==> config.mk <==
export PLATFORM = sky130hd
export DESIGN_NAME = serial_latch_driver
export DESIGN_NICKNAME = d
export VERILOG_FILES = /design/src/rtl/sld_pkg.sv /design/src/rtl/sld_sync.sv /design/src/rtl/sld_edge_fsm.sv /design/src/rtl/sld_shift_reg.sv /design/src/rtl/sld_latch_gate.sv /design/src/rtl/serial_latch_driver.sv
export SDC_FILE = /design/constraint.sdc
export NUM_CORES = 1
export LEC_CHECK = 0
export CORE_MARGIN = 10
export CORE_UTILIZATION = 50
export CTS_CLUSTER_DIAMETER = 120
export DETAILED_ROUTE_END_ITERATION = 6
export GPL_TIMING_DRIVEN = 0
export PLACE_DENSITY = 0.76
export SETUP_SLACK_MARGIN = 0.02
export SYNTH_ARGS = -nofsm -noshare
export SYNTH_HDL_FRONTEND = slang
export SYNTH_SLANG_ARGS = --single-unit
==> constraint.sdc <==
create_clock -name clk -period 3.16 [get_ports clk]
set_input_delay 0.316 -clock clk [delete_from_list [all_inputs] [get_ports clk]]
set_output_delay 0.316 -clock clk [all_outputs]
set_load 0.005 [all_outputs]
==> src/rtl/sld_pkg.sv <==
package sld_pkg;
    localparam int CHANNELS    = 12;
    localparam int SYNC_STAGES = 2;

    typedef enum logic {
        SCK_LOW  = 1'b0,
        SCK_HIGH = 1'b1
    } sck_state_t;
endpackage

==> src/rtl/sld_sync.sv <==
module sld_sync #(
    parameter int WIDTH  = 3,
    parameter int STAGES = 2
) (
    input  logic             clk,
    input  logic             rst,
    input  logic [WIDTH-1:0] d_async,
    output logic [WIDTH-1:0] q_sync
);
    logic [WIDTH-1:0] pipe [STAGES];

    generate
        for (genvar s = 0; s < STAGES; s++) begin : g_stage
            if (s == 0) begin : g_first
                always_ff @(posedge clk) begin
                    if (rst) pipe[s] <= '0;
                    else     pipe[s] <= d_async;
                end
            end else begin : g_next
                always_ff @(posedge clk) begin
                    if (rst) pipe[s] <= '0;
                    else     pipe[s] <= pipe[s-1];
                end
            end
        end
    endgenerate

    assign q_sync = pipe[STAGES-1];
endmodule

==> src/rtl/sld_edge_fsm.sv <==
module sld_edge_fsm
    import sld_pkg::*;
(
    input  logic clk,
    input  logic rst,
    input  logic sck_sync,
    output logic shift_pulse
);
    sck_state_t state_q, state_d;

    always_comb begin
        state_d = state_q;
        unique case (state_q)
            SCK_LOW:  if (sck_sync)  state_d = SCK_HIGH;
            SCK_HIGH: if (!sck_sync) state_d = SCK_LOW;
            default:                 state_d = SCK_LOW;
        endcase
    end

    always_ff @(posedge clk) begin
        if (rst) state_q <= SCK_LOW;
        else     state_q <= state_d;
    end

    always_comb begin
        shift_pulse = 1'b0;
        unique case (state_q)
            SCK_LOW:  shift_pulse = sck_sync;
            SCK_HIGH: shift_pulse = 1'b0;
            default:  shift_pulse = 1'b0;
        endcase
    end

    // a held-high clock yields a single event
    a_r1_single_pulse: assert property (@(posedge clk) disable iff (rst)
        shift_pulse |=> !shift_pulse);
endmodule

==> src/rtl/sld_shift_reg.sv <==
module sld_shift_reg #(
    parameter int N = 12
) (
    input  logic         clk,
    input  logic         rst,
    input  logic         shift_pulse,
    input  logic         din,
    output logic [N-1:0] shift_q,
    output logic [N-1:0] shift_d
);
    always_comb begin
        shift_d = shift_q;
        if (shift_pulse) shift_d = {shift_q[N-2:0], din};
    end

    always_ff @(posedge clk) begin
        if (rst) shift_q <= '0;
        else     shift_q <= shift_d;
    end

    a_r1_hold_without_event: assert property (@(posedge clk) disable iff (rst)
        !shift_pulse |=> $stable(shift_q));

    a_r2_one_stage_move: assert property (@(posedge clk) disable iff (rst)
        shift_pulse |=> shift_q[N-1:1] == $past(shift_q[N-2:0]));

    a_r9_reset_clears_shift: assert property (@(posedge clk)
        rst |=> shift_q == '0);
endmodule

==> src/rtl/sld_latch_gate.sv <==
module sld_latch_gate #(
    parameter int N = 12
) (
    input  logic         clk,
    input  logic         rst,
    input  logic         load_en,
    input  logic [N-1:0] word_in,
    input  logic         blank,
    output logic [N-1:0] latch_q,
    output logic [N-1:0] out_en
);
    always_ff @(posedge clk) begin
        if (rst)          latch_q <= '0;
        else if (load_en) latch_q <= word_in;
    end

    always_comb begin
        out_en = blank ? '0 : latch_q;
    end

    a_r4_latch_frozen: assert property (@(posedge clk) disable iff (rst)
        !load_en |=> $stable(latch_q));

    a_r9_reset_clears_latch: assert property (@(posedge clk)
        rst |=> latch_q == '0);
endmodule

==> src/rtl/serial_latch_driver.sv <==
module serial_latch_driver
    import sld_pkg::*;
#(
    parameter int N     = CHANNELS,
    parameter int SYNCN = SYNC_STAGES
) (
    input  logic         clk,
    input  logic         rst,
    input  logic         sck,
    input  logic         sdi,
    input  logic         strobe,
    input  logic         blank,
    output logic [N-1:0] out_en,
    output logic         sdo
);
    localparam int SYNC_W = 3;

    logic [SYNC_W-1:0] raw_in, synced;
    logic              sck_s, sdi_s, stb_s;
    logic              shift_pulse;
    logic [N-1:0]      shift_q, shift_d, latch_q;

    assign raw_in = {strobe, sdi, sck};
    assign sck_s  = synced[0];
    assign sdi_s  = synced[1];
    assign stb_s  = synced[2];

    sld_sync #(.WIDTH(SYNC_W), .STAGES(SYNCN)) u_sync (
        .clk(clk), .rst(rst), .d_async(raw_in), .q_sync(synced)
    );

    sld_edge_fsm u_edge (
        .clk(clk), .rst(rst), .sck_sync(sck_s), .shift_pulse(shift_pulse)
    );

    sld_shift_reg #(.N(N)) u_shift (
        .clk(clk), .rst(rst), .shift_pulse(shift_pulse), .din(sdi_s),
        .shift_q(shift_q), .shift_d(shift_d)
    );

    // word_in is the post-shift value so a same-cycle shift is seen
    sld_latch_gate #(.N(N)) u_latch (
        .clk(clk), .rst(rst), .load_en(stb_s), .word_in(shift_d),
        .blank(blank), .latch_q(latch_q), .out_en(out_en)
    );

    assign sdo = shift_q[N-1];

    // a transparent latch equals the register one cycle later
    a_r3_latch_tracks: assert property (@(posedge clk) disable iff (rst)
        stb_s |=> latch_q == shift_q);

    // blanking forces every channel off at the port
    a_r5_blank_off: assert property (@(posedge clk) disable iff (rst)
        blank |-> out_en == '0);
endmodule

==> results of run 1 <==
cells in the mapped netlist (all sizes together):
| master | count |
|---|---|
| a211oi | 12 |
| nor2b | 20 |
| buf | 3 |
| clkbuf | 4 |
| mux2i | 12 |
| dfxtp | 31 |
| nor2 | 24 |
per-stage QoR:
| step | total power (uW) | worst slack (ns) | hold WS (ns) |
|---|---|---|---|
| 6_report | 717 | 1.16 | 0.446 |
| 5_1_grt | 750 | 1.04 | 0.468 |
| 4_1_cts | 719 | 1.13 | 0.453 |
| 3_5_place_dp | 469 | 1.13 | 0.430 |
| 3_3_place_gp | 467 | 1.15 | 0.421 |
| 2_1_floorplan | 447 | 2.09 | 0.388 |
registers in the layout, summed over array words and instances, names as in the netlist:
register	count
u_shift.shift_q	12
u_edge.state_q	1
u_latch.latch_q	12
u_sync.pipe	6
routing by layer:
layer	track usage, %	part of all wire, %	vias up
met5	0	0	-
met4	3.08	1.3	0
met3	5.52	9.2	6
met2	14.8	45	17
met1	9.93	45	347
li1	-	-	406
placed cells by master, fill, tap and decap left out, drive strengths merged:
| cell type | count |
|---|---|
| mux2i | 12 |
| dfxtp | 31 |
| nor2b | 20 |
| a211oi | 12 |
| clkdlybuf4s50 | 18 |
| buf | 3 |
| nor2 | 24 |
| clkbuf | 12 |
cells by family after synthesis:
kind of cell | count (synthesis) | synth area share, %
compound gates | 12 | 8.19
buf+inv | 7 | 3.98
flops | 31 | 56.4
mux | 12 | 10.9
simple gates | 44 | 20.5
cell type report:
cell class | count | area (sq um) | area share [%]
multi-input combinational | 68 | 435 | 31.5
sequential | 31 | 621 | 44.9
tap | 27 | 33.8 | 2.44
timing repair buffer | 18 | 180 | 13.0
clock buffer | 8 | 68.8 | 4.98
buffer | 7 | 43.8 | 3.17
how the worst max path moves through the flow:
stage	end	slack, ns
floorplan	u_latch.latch_q[10]$_SDFFE_PP0P_	2.09
global placement	out_en[2]	1.15
detailed placement	out_en[2]	1.13
CTS	out_en[2]	1.13
global route	out_en[8]	1.04
finish	out_en[1]	1.16
where the power goes:
group,switching [uW],leakage [uW],internal [uW],total [uW]
registers,4.99,0.000252,402,407
clock network,127,0.0000386,131,258
logic,23.2,0.000198,28.9,52.1
total,155,0.000489,562,717
==> key figures, run 1 <==
Routing
  – Vias: 776
  – DRT iter0 DRCs: 19
  – Drt first pass iters: 4
  – Number of nets with antenna violations after routing: 0
  – Final WL: 1940 um
  – Post-DR vias/cell: 4.88
  – DRC: 0
  – Drt wl/cell: 12.2 um

Critical path
  – Crit-path max cell delay: 0.50 ns
  – FF-to-FF Start: u_sync.pipe[1][0]$_SDFF_PP0_
  – Startpoint Class: primary input
  – Most frequent CP cell: clkdlybuf4s50_1
  – R2R Setup Slk: 1.91 ns
  – CP Capture Type: primary output
  – Critical Path Stages: 4
  – Critical-path top delay cell: clkdlybuf4s50_1
  – CP arrival: 1.69 ns
  – Worst path top cell family by delay: buffers and inverters
  – R2R cell count: 4
  – Worst r2r dst: u_latch.latch_q[0]$_SDFFE_PP0P_
  – Maximum fanout along the worst path: 10
  – Crit path launch: blank
  – CP cell instances: clkdlybuf4s50_1 > clkbuf_1 > nor2b_1 > clkdlybuf4s50_1
  – Type of the worst setup path: in -> out
  – WP data required: 2.84 ns
  – CP bufs+invs: 3

GRT
  – Total track usage: 9.26%
  – Vias in the first global route: 749
  – First-pass GRT wire length: 3190 um
  – Antenna violations before repair: 0
  – Congestion Overflow GR: 0
  – Largest net degree at the start of global routing: 11

Floorplan
  – Placeable Area: 2020 sq um
  – Die area: 4480 sq um
  – Ports: 19
  – Starting Density: 54.4%
  – Site Rows: 16
  – Die height: 66.9 um
  – Die W: 66.9 um

Worst hold path
  – HP Class: reg -> reg
  – Min-Delay Startpoint: u_sync.pipe[0][0]$_SDFF_PP0_
  – Hold EP: u_sync.pipe[1][0]$_SDFF_PP0_
  – Worst Hold Depth: 1

Timing
  – Clock skew: 0.00427 ns
  – Tcrit/Tclk final: 63.4%
  – Final min period: 2.00 ns
  – Final Hold Vio Count: 0
  – Max Fclk: 499 MHz
  – Tightest Pin Transition: 0.520 ns
  – RSZ-0062 raised after global routing: no
  – Max-slew violation count: 0
  – Total Negative Setup Slacks: 0 ns
  – Final setup violation count: 0
  – Rel. slew slack: 65.3%

Synth
  – Synth top area share: 56.4%
  – Register area share after synthesis: 56.4%
  – Net count of the mapped netlist: 112
  – Unique masters post-synth: 11
  – FF+latch count, synth: 31
  – Top cell type by total area after synthesis: dfxtp_1
  – Syn avg cell area: 10.4 sq um
  – Synth warn: 0
  – Cells after Synth: 106
  – Syn Std Cell Area: 1100 sq um
  – Largest cells by area after synthesis: dfxtp_1, mux2i_1, nor2b_1

Place
  – Port Buffers: 18
  – RePlAce Congestion: 0.717
  – Detailed-placement wirelength estimate: 1500 um
  – Placed cell areas: 1310 sq um
  – DP Cell Count: 151

Power
  – Ratio of total power to cell area: 518 nW/um^2
  – Leakage power: 0.000489 uW
  – Maximum vdd drop: 370 uV

Clock tree
  – TritonCTS Buffers: 5
  – H-tree depth: 2
  – CTS tree: done
  – Clock latency on the worst-skew pair: 0.32 ns
  – Clock transition at path regs: 0.09 ns
  – Clk sinks: 31
  – Clock tree root driver cell: clkbuf_4
  – Post-CTS Setup Inserts: 0
  – Post-cts sizing count: 0
  – Clock tree buffer depth: 2
  – Post-CTS Hold Fix Bufs: 0

Finish
  – # fillers: 177
  – Inserted Diodes: 0
  – Fin util: 68.4%
  – Area grow syn2layout: 25.7%
  – Non-Filler Instances: 159
  – NumNets Final: 137
  – Design Area, Final: 1380 sq um
  – Fraction of layout cells with a size suffix above 1: 8.33%

Run
  – Maxcap violations: 0

Run status
  – Status: finished, final reports clean
(Power assumes the default switching activity.)
==> inputs of run 2 (changes only) <==
Settings changed: CORE_UTILIZATION 50 to 45, PLACE_DENSITY 0.76 to 0.72.
Clock period 3.16 ns to 1.75 ns, I/O delays scaled along.
==> key figures, run 2 (synthesis gave the netlist of run 1 again) <==
Power
  – Ratio of total power to cell area: 904 nW/um^2 (was 518 nW/um^2)
  – Leakage power: 0.000488 uW (was 0.000489 uW)
  – Maximum vdd drop: 566 uV (was 370 uV)

Timing
  – RSZ-0062 raised after global routing: no (unchanged)
  – Total Negative Setup Slacks: 0 ns (unchanged)
  – Final setup violation count: 0 (unchanged)
  – Fin worst setup slack: 0.126 ns (was 1.16 ns)
  – Final Hold Vio Count: 0 (unchanged)
  – WHS: 0.397 ns (was 0.446 ns)
  – Final min period: 1.62 ns
  – Clock skew: 0.00661 ns (was 0.00427 ns)
  – Max Fclk: 616 MHz
  – Rel. slew slack: 67.5% (was 65.3%)
  – Tcrit/Tclk final: 92.8%
  – Tightest Pin Transition: 0.487 ns (was 0.520 ns)
  – Max-slew violation count: 0 (unchanged)

Routing
  – DRT iter0 DRCs: 29 (was 19)
  – DR WL met3: 154 um (was 179 um)
  – Drt wl/cell: 11.9 um (was 12.2 um)
  – Met1 Routed Length: 831 um (was 871 um)
  – Post-DR vias/cell: 4.89 (was 4.88)
  – DRC: 0 (unchanged)
  – Drt first pass iters: 3 (was 4)
  – Top routing layer in use: met4 (unchanged)
  – Vias: 778 (was 776)
  – Final WL: 1890 um (was 1940 um)
  – Number of nets with antenna violations after routing: 0 (unchanged)
  – Detailed-routed wire length on met2: 828 um (was 868 um)

Place
  – Pre-CTS WS: 0.00549 ns (was 1.13 ns)
  – Port Buffers: 18 (unchanged)
  – Detailed-placement wirelength estimate: 1440 um (was 1500 um)
  – RePlAce Congestion: 0.688 (was 0.717)
  – Placed cell areas: 1320 sq um (was 1310 sq um)

Critical path
  – R2R cell count: 4 (unchanged)
  – R2R Setup Slk: 0.56 ns (was 1.91 ns)
  – CP arrival: 1.45 ns (was 1.69 ns)
  – CP Capture Type: primary output (unchanged)
  – FF-to-FF Start: u_sync.pipe[1][0]$_SDFF_PP0_ (unchanged)
  – CP Capture Point: out_en[3] (was out_en[1])
  – Worst r2r dst: u_latch.latch_q[3]$_SDFFE_PP0P_ (was u_latch.latch_q[0]$_SDFFE_PP0P_)
  – Crit path launch: blank (unchanged)
  – Critical-path top delay cell: clkdlybuf4s50_1 (unchanged)
  – Maximum fanout along the worst path: 10 (unchanged)
  – CP cell instances: clkdlybuf4s50_1 > clkbuf_2 > nor2b_1 > clkdlybuf4s50_1 (was clkdlybuf4s50_1 > clkbuf_1 > nor2b_1 > clkdlybuf4s50_1)
  – Most frequent CP cell: clkdlybuf4s50_1 (unchanged)
  – WP data required: 1.57 ns (was 2.84 ns)
  – Critical Path Stages: 4 (unchanged)
  – Startpoint Class: primary input (unchanged)
  – Crit-path max cell delay: 0.51 ns (was 0.50 ns)
  – Worst path top cell family by delay: buffers and inverters (unchanged)
  – Type of the worst setup path: in -> out (unchanged)
  – CP bufs+invs: 3 (unchanged)

Floorplan
  – Ports: 19 (unchanged)
  – Die height: 69.4 um (was 66.9 um)
  – Starting Density: 48.3% (was 54.4%)
  – Site Rows: 17 (was 16)
  – Placeable Area: 2280 sq um (was 2020 sq um)
  – Die W: 69.4 um (was 66.9 um)
  – Die area: 4820 sq um (was 4480 sq um)

Clock tree
  – Clk sinks: 31 (unchanged)
  – Clock latency on the worst-skew pair: 0.33 ns (was 0.32 ns)
  – Clock tree root driver cell: clkbuf_4 (unchanged)
  – CTS tree: done (unchanged)
  – Post-CTS Hold Fix Bufs: 0 (unchanged)
  – Clock tree buffer depth: 2 (unchanged)
  – Post-CTS Setup Inserts: 0 (unchanged)
  – TritonCTS Buffers: 5 (unchanged)
  – Clock transition at path regs: 0.09 ns (about the same)
  – H-tree depth: 2 (unchanged)

Finish
  – NumNets Final: 137 (unchanged)
  – Most frequent cells in the layout: dfxtp_1, nor2_1, nor2b_1, clkdlybuf4s50_1 (unchanged)
  – Design Area, Final: 1370 sq um (was 1380 sq um)
  – Top Registers: u_latch.latch_q (12), u_shift.shift_q (12), u_sync.pipe (6) (unchanged)
  – Commonest non-fill, non-tap cell in the layout: dfxtp_1 (unchanged)
  – Area grow syn2layout: 24.8% (was 25.7%)
  – Inserted Diodes: 0 (unchanged)
  – Fin util: 60.3% (was 68.4%)
  – Fraction of layout cells with a size suffix above 1: 9.16% (was 8.33%)

Worst hold path
  – HP Class: in -> reg (was reg -> reg)

GRT
  – Antenna violations before repair: 0 (unchanged)
  – Total track usage: 8.62% (was 9.26%)
  – Vias in the first global route: 757 (was 749)
  – First-pass GRT wire length: 3330 um (was 3190 um)
  – Largest net degree at the start of global routing: 11 (unchanged)
  – Congestion Overflow GR: 0 (unchanged)

Run
  – Maxcap violations: 0 (unchanged)

Run status
  – Status: finished, final reports clean (unchanged)
run 2: area by class of cell:
type                            instances  area, sq um
Buffer                                  7         45.0
Clock buffer                            6         51.3
Clock inverter                          1         5.00
Fill cell                             194          903
Multi-Input combinational cell         68          435
Sequential cell                        31          621
Tap cell                               28         35.0
Timing Repair Buffer                   18          180
run 2: where the power goes:
part           internal, uW  switching (uW)  leakage (uW)  total [uW]
combinational          52.4            41.6      0.000201        94.0
sequential              726            8.84      0.000252         735
clock                   186             226     0.0000341         412
run 2: metrics by stage:
step | cells | power [uW]
after detailed placement | 152 | 847
after global routing | 159 | 1300
after floorplan | 106 | 807
final | 159 | 1240
after global placement | 152 | 844
after CTS | 159 | 1260
run 2: routing by layer:
| metal | vias up | GRT usage, % |
|---|---|---|
| li1 | 405 | - |
| met1 | 348 | 8.67 |
| met2 | 18 | 12.8 |
| met3 | 7 | 4.14 |
| met4 | 0 | 7.98 |
| met5 | - | 0 |
run 2: how the worst min path moves through the flow:
| stage | startpoint | end | slack, ns | cells past startpoint |
|---|---|---|---|---|
| after floorplan | rst | u_sync.pipe[1][2]$_SDFF_PP0_ | 0.25 | 1 |
| after global placement | u_sync.pipe[0][1]$_SDFF_PP0_ | u_sync.pipe[1][1]$_SDFF_PP0_ | 0.42 | 1 |
| after detailed placement | u_sync.pipe[0][2]$_SDFF_PP0_ | u_sync.pipe[1][2]$_SDFF_PP0_ | 0.43 | 1 |
| after CTS | sck | u_sync.pipe[0][0]$_SDFF_PP0_ | 0.38 | 2 |
| after global routing | sck | u_sync.pipe[0][0]$_SDFF_PP0_ | 0.40 | 2 |
| final | sck | u_sync.pipe[0][0]$_SDFF_PP0_ | 0.40 | 2 |
run 2: what timing repair did:
item / CTS / global route
setup endpoints to repair: 10 / 0
resized for setup: 1 / 0
endpoints found under the hold margin: 0 / 0
==> inputs of run 3 (changes only) <==
Settings changed: CORE_ASPECT_RATIO from default to 1.5.
==> key figures, run 3 (synthesis gave the netlist of run 1 again) <==
Clock tree
  – Clock tree buffer depth: 2 (unchanged)
  – TritonCTS Buffers: 5 (unchanged)
  – Post-CTS Setup Inserts: 0 (unchanged)
  – Clock latency on the worst-skew pair: 0.33 ns (about the same)
  – H-tree depth: 2 (unchanged)
  – Clock tree root driver cell: clkbuf_4 (unchanged)
  – Clk sinks: 31 (unchanged)
  – Post-CTS Hold Fix Bufs: 0 (unchanged)
  – CTS tree: done (unchanged)
  – Clock transition at path regs: 0.09 ns (about the same)

GRT
  – First-pass GRT wire length: 3270 um (was 3330 um)
  – Largest net degree at the start of global routing: 11 (unchanged)
  – Congestion Overflow GR: 0 (unchanged)
  – Vias in the first global route: 746 (was 757)
  – Total track usage: 9.17% (was 8.62%)
  – Antenna violations before repair: 0 (unchanged)

Run status
  – Status: finished, final reports clean (unchanged)

Finish
  – Inserted Diodes: 0 (unchanged)
  – Top Registers: u_latch.latch_q (12), u_shift.shift_q (12), u_sync.pipe (6) (unchanged)
  – Area grow syn2layout: 25.4% (was 24.8%)
  – Fin util: 60.3% (about the same)
  – Most frequent cells in the layout: dfxtp_1, nor2_1, nor2b_1, clkdlybuf4s50_1 (unchanged)
  – Commonest non-fill, non-tap cell in the layout: dfxtp_1 (unchanged)
  – Fraction of layout cells with a size suffix above 1: 9.09% (was 9.16%)
  – NumNets Final: 137 (unchanged)

Routing
  – DRC: 0 (unchanged)
  – Final WL: 1900 um (was 1890 um)
  – DRT iter0 DRCs: 12 (was 29)
  – Vias: 751 (was 778)
  – Post-DR vias/cell: 4.85 (was 4.89)
  – Drt first pass iters: 4 (was 3)
  – Number of nets with antenna violations after routing: 0 (unchanged)
  – Drt wl/cell: 12.3 um (was 11.9 um)

Timing
  – RSZ-0062 raised after global routing: no (unchanged)
  – Total Negative Setup Slacks: 0 ns (unchanged)
  – Final Hold Vio Count: 0 (unchanged)
  – Clock skew: 0.00561 ns (was 0.00661 ns)
  – Tightest Pin Transition: 0.482 ns (was 0.487 ns)
  – Fin worst setup slack: 0.151 ns (was 0.126 ns)
  – Final setup violation count: 0 (unchanged)
  – Final min period: 1.60 ns (was 1.62 ns)
  – Max-slew violation count: 0 (unchanged)
  – Tcrit/Tclk final: 91.3% (was 92.8%)
  – Max Fclk: 626 MHz (was 616 MHz)
  – Rel. slew slack: 67.9% (was 67.5%)

Floorplan
  – Die area: 4860 sq um (was 4820 sq um)
  – Placeable Area: 2290 sq um (was 2280 sq um)
  – Starting Density: 48.1% (was 48.3%)
  – Die height: 80.6 um (was 69.4 um)
  – Ports: 19 (unchanged)
  – Die W: 60.4 um (was 69.4 um)
  – Site Rows: 21 (was 17)

Power
  – Ratio of total power to cell area: 941 nW/um^2 (was 904 nW/um^2)
  – Clock power share: 36.1% (was 33.2%)
  – Internal Power: 1010 uW (was 964 uW)
  – Combinational Power Share: 7.2% (was 7.6%)
  – Maximum vdd drop: 901 uV (was 566 uV)
  – Leakage power: 0.000492 uW (was 0.000488 uW)
  – Net Sw Power: 284 uW (was 277 uW)
  – Sequential fraction of design power: 56.6% (was 59.2%)
  – Switching portion of total power: 21.9% (was 22.3%)

Place
  – Pre-CTS WS: -0.00700 ns (was 0.00549 ns)
  – Detailed-placement wirelength estimate: 1470 um (was 1440 um)
  – RePlAce Congestion: 0.711 (was 0.688)
  – Port Buffers: 18 (unchanged)

Run
  – Maxcap violations: 0 (unchanged)

Critical path
  – WP data required: 1.57 ns (about the same)
  – Startpoint Class: primary input (unchanged)
  – Maximum fanout along the worst path: 10 (unchanged)
  – CP arrival: 1.42 ns (was 1.45 ns)
  – R2R Setup Slk: 0.53 ns (was 0.56 ns)
  – CP Capture Type: primary output (unchanged)
  – Type of the worst setup path: in -> out (unchanged)

Worst hold path
  – HP Class: in -> reg (unchanged)
[run 3: final timing paths]
check                                     end                    startpoint  depth (start not counted)
max                                 out_en[8]                         blank                          4
min reg2reg      u_sync.pipe[1][1]$_SDFF_PP0_  u_sync.pipe[0][1]$_SDFF_PP0_                          1
max reg2reg  u_latch.latch_q[10]$_SDFFE_PP0P_  u_sync.pipe[1][0]$_SDFF_PP0_                          4
min              u_sync.pipe[0][1]$_SDFF_PP0_                           sdi                          2
[run 3: area by class of cell]
class / instances / area, sq um
Fill cell: 201 / 907
Multi-Input combinational cell: 68 / 435
Clock buffer: 8 / 68.8
Tap cell: 23 / 28.8
Sequential cell: 31 / 621
Timing Repair Buffer: 18 / 180
Buffer: 7 / 45.0
[run 3: metrics by stage]
step | hold slack [ns] | power (uW) | cell area, sq um | std cells
floorplan | 0.247 | 807 | 1100 | 106
global placement | 0.422 | 843 | 1310 | 147
detailed placement | 0.430 | 847 | 1310 | 147
CTS | 0.386 | 1320 | 1380 | 155
global route | 0.402 | 1360 | 1380 | 155
finish | 0.401 | 1300 | 1380 | 155
[run 3: power by group through the flow]
stage	combinational, uW	clock [uW]	sequential [uW]
2_1_floorplan	57.8	0	749
3_3_place_gp	93.1	0	750
3_5_place_dp	95.3	0	752
4_1_cts	96.0	485	735
5_1_grt	105	515	738
6_report	94.0	469	735
[run 3: metal layers]
metal  share of wire, %  global-route usage (%)
met5                  0                       0
met4                3.3                    6.08
met3                7.3                    5.20
met2                 48                    14.0
met1                 41                    9.11
[run 3: worst max-delay path, cell delays in order]
cell and delay, ns:
clkdlybuf4s50_1 0.44, buf_2 0.19, nor2b_1 0.12, clkdlybuf4s50_1 0.51
[run 3: timing repair]
action	4_1_cts	5_1_grt
setup endpoints to repair	10	1
hold endpoints to repair	0	0
gates resized for setup	1	1
cloned	0	0
